`src/rtl/slcfg_pkg.sv`:
```
package slcfg_pkg;

  // Strobes from control to datapath, one clock wide except the power levels.
  typedef struct packed {
    logic shiftEn;  // take one serial bit
    logic loadTx;   // copy payload into transmit register
    logic loadRx;   // copy payload into receive register
    logic loadCom;  // copy common settings
    logic keepTx;   // transmit domain powered
    logic keepRx;   // receive/common domain powered
  } strobe_t;

  localparam int COMMON_W = 2;

endpackage

```
`src/rtl/slcfg_ctrl.sv`:
```
module slcfg_ctrl
  import slcfg_pkg::*;
(
  input  logic    clk,
  input  logic    rstN,
  input  logic    serClk,
  input  logic    loadEn,
  input  logic    pwrTx,
  input  logic    pwrRx,
  input  logic    destBit,
  output strobe_t stb
);

  logic serClkQ;
  logic loadEnQ;
  logic loadRise;

  always_ff @(posedge clk or negedge rstN) begin
    if (!rstN) begin
      serClkQ <= 1'b0;
      loadEnQ <= 1'b0;
    end else begin
      serClkQ <= serClk;
      loadEnQ <= loadEn;
    end
  end

  assign loadRise = loadEn & ~loadEnQ;

  always_comb begin
    stb         = '0;
    stb.shiftEn = serClk & ~serClkQ & ~loadEn;
    stb.loadTx  = loadRise & destBit & pwrTx;
    stb.loadRx  = loadRise & ~destBit & pwrRx;
    stb.loadCom = loadRise & pwrRx;
    stb.keepTx  = pwrTx;
    stb.keepRx  = pwrRx;
  end

  // a load never targets both channels
  p_one_dest_r3: assert property (@(posedge clk) disable iff (!rstN)
    $onehot0({stb.loadTx, stb.loadRx}));

  // a strobe held high produces no second load
  p_single_load_r5: assert property (@(posedge clk) disable iff (!rstN)
    loadEn |=> !(stb.loadTx || stb.loadRx || stb.loadCom));

endmodule

```
`src/rtl/slcfg_chan.sv`:
```
module slcfg_chan #(
  parameter int WIDTH = 20
) (
  input  logic             clk,
  input  logic             rstN,
  input  logic             powered,
  input  logic             load,
  input  logic [WIDTH-1:0] din,
  output logic [WIDTH-1:0] q,
  output logic             valid
);

  always_ff @(posedge clk or negedge rstN) begin
    if (!rstN) begin
      q     <= '0;
      valid <= 1'b0;
    end else if (!powered) begin
      q     <= '0;
      valid <= 1'b0;
    end else if (load) begin
      q     <= din;
      valid <= 1'b1;
    end
  end

  // an unpowered channel reads clear on the next cycle
  p_clear_on_down_r6: assert property (@(posedge clk) disable iff (!rstN)
    !powered |=> (q == '0) && !valid);

  // a load into a powered channel marks it valid
  p_valid_after_load_r8: assert property (@(posedge clk) disable iff (!rstN)
    (powered && load) |=> valid);

  // without a load the register holds
  p_hold_r3: assert property (@(posedge clk) disable iff (!rstN)
    (powered && !load) |=> $stable(q));

endmodule

```
`src/rtl/slcfg_dp.sv`:
```
module slcfg_dp
  import slcfg_pkg::*;
#(
  parameter int SWALLOW_W = 7,
  parameter int MAIN_W    = 11,
  parameter int MODE_W    = 2
) (
  input  logic                                    clk,
  input  logic                                    rstN,
  input  logic                                    serData,
  input  strobe_t                                 stb,
  output logic                                    destBit,
  output logic [SWALLOW_W+MAIN_W+MODE_W+COMMON_W:0] srWord,
  output logic [SWALLOW_W+MAIN_W+MODE_W-1:0]      txWord,
  output logic [SWALLOW_W+MAIN_W+MODE_W-1:0]      rxWord,
  output logic                                    txValid,
  output logic                                    rxValid,
  output logic [COMMON_W-1:0]                     comWord
);

  localparam int PAY_W = SWALLOW_W + MAIN_W + MODE_W;
  localparam int SR_W  = PAY_W + COMMON_W + 1;

  logic [SR_W-1:0]  sr;
  logic [PAY_W-1:0] chanQ    [2];
  logic             chanV    [2];
  logic             chanLoad [2];
  logic             chanPwr  [2];

  // Newest bit enters at the top; the earliest ends at bit 0.
  always_ff @(posedge clk or negedge rstN) begin
    if (!rstN)           sr <= '0;
    else if (stb.shiftEn) sr <= {serData, sr[SR_W-1:1]};
  end

  assign destBit = sr[SR_W-1];
  assign srWord  = sr;

  always_ff @(posedge clk or negedge rstN) begin
    if (!rstN)            comWord <= '0;
    else if (!stb.keepRx) comWord <= '0;
    else if (stb.loadCom) comWord <= sr[PAY_W +: COMMON_W];
  end

  assign chanLoad[0] = stb.loadTx;
  assign chanLoad[1] = stb.loadRx;
  assign chanPwr[0]  = stb.keepTx;
  assign chanPwr[1]  = stb.keepRx;

  for (genvar ch = 0; ch < 2; ch++) begin : g_chan
    slcfg_chan #(.WIDTH(PAY_W)) u_chan (
      .clk     (clk),
      .rstN    (rstN),
      .powered (chanPwr[ch]),
      .load    (chanLoad[ch]),
      .din     (sr[PAY_W-1:0]),
      .q       (chanQ[ch]),
      .valid   (chanV[ch])
    );
  end

  assign txWord  = chanQ[0];
  assign rxWord  = chanQ[1];
  assign txValid = chanV[0];
  assign rxValid = chanV[1];

  // common settings are clear whenever the receive domain was down
  p_common_clear_r7: assert property (@(posedge clk) disable iff (!rstN)
    !stb.keepRx |=> (comWord == '0));

endmodule

```
`src/rtl/slcfg_top.sv`:
```
module slcfg_top
  import slcfg_pkg::*;
#(
  parameter int SWALLOW_W = 7,
  parameter int MAIN_W    = 11,
  parameter int MODE_W    = 2
) (
  input  logic                 clk,
  input  logic                 rstN,
  input  logic                 serClk,
  input  logic                 serData,
  input  logic                 loadEn,
  input  logic                 pwrTx,
  input  logic                 pwrRx,
  output logic [SWALLOW_W-1:0] txSwallow,
  output logic [MAIN_W-1:0]    txMain,
  output logic [MODE_W-1:0]    txMode,
  output logic                 txValid,
  output logic [SWALLOW_W-1:0] rxSwallow,
  output logic [MAIN_W-1:0]    rxMain,
  output logic [MODE_W-1:0]    rxMode,
  output logic                 rxValid,
  output logic                 refSel,
  output logic                 monSel,
  output logic                 txSwEn,
  output logic                 rxSwEn
);

  localparam int PAY_W = SWALLOW_W + MAIN_W + MODE_W;
  localparam int SR_W  = PAY_W + COMMON_W + 1;

  strobe_t           stb;
  logic              destBit;
  logic [SR_W-1:0]   srWord;
  logic [PAY_W-1:0]  txWord;
  logic [PAY_W-1:0]  rxWord;
  logic [COMMON_W-1:0] comWord;

  slcfg_ctrl u_ctrl (
    .clk     (clk),
    .rstN    (rstN),
    .serClk  (serClk),
    .loadEn  (loadEn),
    .pwrTx   (pwrTx),
    .pwrRx   (pwrRx),
    .destBit (destBit),
    .stb     (stb)
  );

  slcfg_dp #(
    .SWALLOW_W (SWALLOW_W),
    .MAIN_W    (MAIN_W),
    .MODE_W    (MODE_W)
  ) u_dp (
    .clk     (clk),
    .rstN    (rstN),
    .serData (serData),
    .stb     (stb),
    .destBit (destBit),
    .srWord  (srWord),
    .txWord  (txWord),
    .rxWord  (rxWord),
    .txValid (txValid),
    .rxValid (rxValid),
    .comWord (comWord)
  );

  assign txSwallow = txWord[SWALLOW_W-1:0];
  assign txMain    = txWord[SWALLOW_W +: MAIN_W];
  assign txMode    = txWord[SWALLOW_W+MAIN_W +: MODE_W];
  assign rxSwallow = rxWord[SWALLOW_W-1:0];
  assign rxMain    = rxWord[SWALLOW_W +: MAIN_W];
  assign rxMode    = rxWord[SWALLOW_W+MAIN_W +: MODE_W];
  assign refSel    = comWord[0];
  assign monSel    = comWord[1];
  assign txSwEn    = loadEn;
  assign rxSwEn    = loadEn;

  // the shifter is frozen while the load strobe is high
  p_freeze_on_load_r5: assert property (@(posedge clk) disable iff (!rstN)
    loadEn |=> $stable(srWord));

  // a shift moves the previous word down by one place
  p_shift_step_r2: assert property (@(posedge clk) disable iff (!rstN)
    stb.shiftEn |=> (srWord[SR_W-2:0] == $past(srWord[SR_W-1:1])));

endmodule

```
`config.mk`:
```
export PLATFORM = sky130hd
export DESIGN_NAME = slcfg_top
export DESIGN_NICKNAME = d
export VERILOG_FILES = /design/src/rtl/slcfg_pkg.sv /design/src/rtl/slcfg_ctrl.sv /design/src/rtl/slcfg_chan.sv /design/src/rtl/slcfg_dp.sv /design/src/rtl/slcfg_top.sv
export SDC_FILE = /design/constraint.sdc
export NUM_CORES = 1
export LEC_CHECK = 0
export ABC_AREA = 1
export BUFFER_PORTS_ARGS = -buffer_cell sky130_fd_sc_hd__buf_2
export CORE_MARGIN = 1.5
export CORE_UTILIZATION = 52
export CTS_BUF_LIST = sky130_fd_sc_hd__clkbuf_8
export CTS_CLUSTER_SIZE = 20
export DETAILED_ROUTE_END_ITERATION = 10
export PLACE_DENSITY = 0.78
export SLEW_MARGIN = 20
export SYNTH_ARGS = -nofsm -noshare
export SYNTH_HDL_FRONTEND = slang
export SYNTH_SLANG_ARGS = --single-unit
export TNS_END_PERCENT = 50
```
`constraint.sdc`:
```
create_clock -name clk -period 1.2 [get_ports clk]
set_clock_uncertainty 0.2 [all_clocks]
set_input_delay 0.12 -clock clk [delete_from_list [all_inputs] [get_ports clk]]
set_output_delay 0.12 -clock clk [all_outputs]
set_load 0.05 [all_outputs]
```
==> flow_summary.yaml <==
grt:
  grt-ovfl-total: 0
  antenna_found_initial: 0
  grt.total_usage: 0.234
  grt_pass1_wl_mm: 10.9
  grt_pass1_vias: 2292
  grt_max_degree: 70
floorplanning:
  initial_core_util: 0.534
  ioPinCount: 53
  fp.coreArea_sq_um: 5440
  rows: 27
  dieArea_sq_um: 6040
  die_w_um: 77.7
  die_h_um: 77.7
cells_and_area:
  antenna_cells: 0
  final_cell_area_sq_um: 4170
  drive_gt1_frac: 0.325
  multiInputGateArea_sq_um: 1000
  fin_cells: 481
  layout_commonest_cell: "nand2_1"
  fin_util: 0.766
  regArea_sq_um: 1730
  syn_to_final_growth_pct: 43.4
  fillCellCount: 378
  nets: 414
  final_cell_mix: "nand2_1, dfrtp_1, buf_6"
routing:
  route.detailed.drc: 0
  post_drt_wl_per_cell_um: 14.5
  post_drt_via_cell_ratio: 5.27
  vias: 2533
  dr.pass1.iters: 5
  drt-total-wl_mm: 6.98
  drt_iter0_markers: 164
  antenna_left: 0
job:
  cap_violations: 0
logic_synthesis:
  synth_area_sq_um: 2910
  yosysSeqAreaShare: 0.594
  synth_cell_types: 18
  syn_nets: 334
  yosysWarnings: 0
  ys_ff_latch: 69
  synthCells: 327
  avgSynthCellArea_sq_um: 8.88
pwr:
  irDropWorstVdd_mv: 1.19
  power_density_nw_per_um2: 1390
  p_leak_nw: 2.26
clock_network:
  cts_max_path_buffers: 2
  clock_sinks: 69
  cts_buffers: 9
  cts_tree: "done"
  cts-root-buf: "clkbuf_8"
  htree_levels: 3
  worstSkewPairLatency_ns: 0.34
  path_clk_slew_ns: 0.07
worst_hold_path:
  min_path_type: "in -> reg"
  whs_path_depth: 4
  worstHoldStart: "pwrTx"
  min_to: "u_dp.g_chan[0].u_chan.q[5]$_DFFE_PN0P_"
worst_setup_path:
  crit_arrival_ns: 1.29
  cp_slowest_stage_delay_ns: 0.38
  path_delay_family: "flip-flops"
  cp-start-kind: "register"
  worst-path-max-fanout: 23
  r2r_start: "u_ctrl.serClkQ$_DFF_PN0_"
  path_cells: "nand3b_4 -> clkbuf_16 -> nand2_1 -> o21ai_0"
  end_kind: "register"
  required_ns: 1.22
  r2r_cells: 4
  critPathSlowestCell: "dfrtp_1"
  reg2reg_to: "u_dp.srWord[4]$_DFFE_PN0P_"
  worst-path-buf-inv: 1
  path_class: "reg -> reg"
  reg2reg_slack_ns: -0.07
sta:
  relSlewSlack: 0.756
  tightest_slew_ns: 0.366
  clock.fmax_ghz: 0.788
  final-hold-violation-count: 0
  fin_crit_sh: 1.06
  holdWs_ns: 0.0383
  setup_viol: 92
  rsz0062_at_grt: "yes"
  drv_slew: 0
  period_needed_ns: 1.27
  finalSetupTns_ns: -2.28
  worst_slack_ns: -0.0685
run_status:
  status: "finished with violations"
  violations: "setup timing"
place:
  gp_congestion: 0.778
  placed_cells: 437
  io_buffers: 52
  dpl-instance-area_sq_um: 3290
  dp_hpwl_mm: 3.81
[sequential cells by signal (all words and copies together), names as in the netlist]
signal and flops:
u_dp.comWord 2, u_ctrl.serClkQ 1, u_dp.srWord 23, u_dp.g_chan.u_chan.valid 2, u_dp.g_chan.u_chan.q 40, u_ctrl.loadEnQ 1
[power breakdown]
part | total, W | internal (W) | switching [W] | leakage (nW)
registers | 0.00286 | 0.00257 | 0.000294 | 0.940
clock network | 0.00183 | 0.00104 | 0.000799 | 0.0971
logic | 0.00111 | 0.000440 | 0.000674 | 1.22
total | 0.00581 | 0.00404 | 0.00177 | 2.26
[worst min-delay path, cell delays in order]
cell     delay [ns]
buf_2          0.11
buf_12         0.17
nand3_1        0.09
nand2_1        0.05
[cell type report]
type                       count  area share
sequential                    69       0.414
multi-input combinational    192       0.241
timing repair buffer          94       0.241
inverter                      41      0.0375
clock buffer                  11      0.0363
tap                           72      0.0216
clock inverter                 2     0.00841
[how the worst max path moves through the flow]
stage	cells after the start	to	slack (ns)	startpoint
global placement	5	u_dp.g_chan[1].u_chan.q[14]$_DFFE_PN0P_	-0.02	u_ctrl.loadEnQ$_DFF_PN0_
floorplan	5	u_dp.g_chan[1].u_chan.q[10]$_DFFE_PN0P_	-0.03	u_dp.srWord[22]$_DFFE_PN0P_
detailed placement	5	u_dp.g_chan[1].u_chan.q[15]$_DFFE_PN0P_	-0.07	u_ctrl.loadEnQ$_DFF_PN0_
CTS	5	u_dp.g_chan[1].u_chan.q[5]$_DFFE_PN0P_	-0.05	u_ctrl.loadEnQ$_DFF_PN0_
finish	4	u_dp.srWord[4]$_DFFE_PN0P_	-0.07	u_ctrl.serClkQ$_DFF_PN0_
global route	5	u_dp.g_chan[1].u_chan.q[11]$_DFFE_PN0P_	-0.11	u_dp.srWord[22]$_DFFE_PN0P_
[synthesized netlist by cell type]
master,number,area [sq um]
nand4_1,27,169
nand3b_2,1,11.3
o21ai_0,19,95.1
nand3_2,1,10.0
nor2_2,1,6.26
nand2_1,92,345
buf_4,3,22.5
inv_1,38,143
buf_1,4,15.0
clkbuf_1,5,18.8
buf_6,1,11.3
nand3_1,45,225
buf_2,10,50.1
dfrtp_1,69,1730
inv_2,3,11.3
clkbuf_2,2,10.0
o21ai_1,4,20.0
a21boi_0,2,15.0
[stage by stage]
stage / setup WS, ns / power, W
floorplan: -0.0298 / 0.00341
finish: -0.0685 / 0.00581
global placement: -0.0187 / 0.00370
CTS: -0.0480 / 0.00569
global route: -0.106 / 0.00607
detailed placement: -0.0695 / 0.00373
[cells by family after synthesis]
| kind of cell | synth area share |
|---|---|
| AO/OA/AOI/OAI | 0.0448 |
| AND/OR/NAND/NOR | 0.264 |
| buffers and inverters | 0.0969 |
| flip-flops | 0.594 |
[routing by layer]
layer  vias to the layer above  wire [um]  track usage
met4                         0        121        0.111
li1                       1218          -            -
met5                         -          0            0
met3                        13        271       0.0506
met2                        66       3610        0.381
met1                      1236       2980        0.297
[what timing repair did]
action / CTS / global route
hold buffers: 4 / 0
setup endpoints to repair: 86 / 110
hold endpoints to repair: 74 / 0
resized for setup: 96 / 40
pin swaps: 1 / 4
buffers inserted: 18 / 6
gates cloned: 1 / 3
Note: power is estimated with default switching activity, not from simulation.
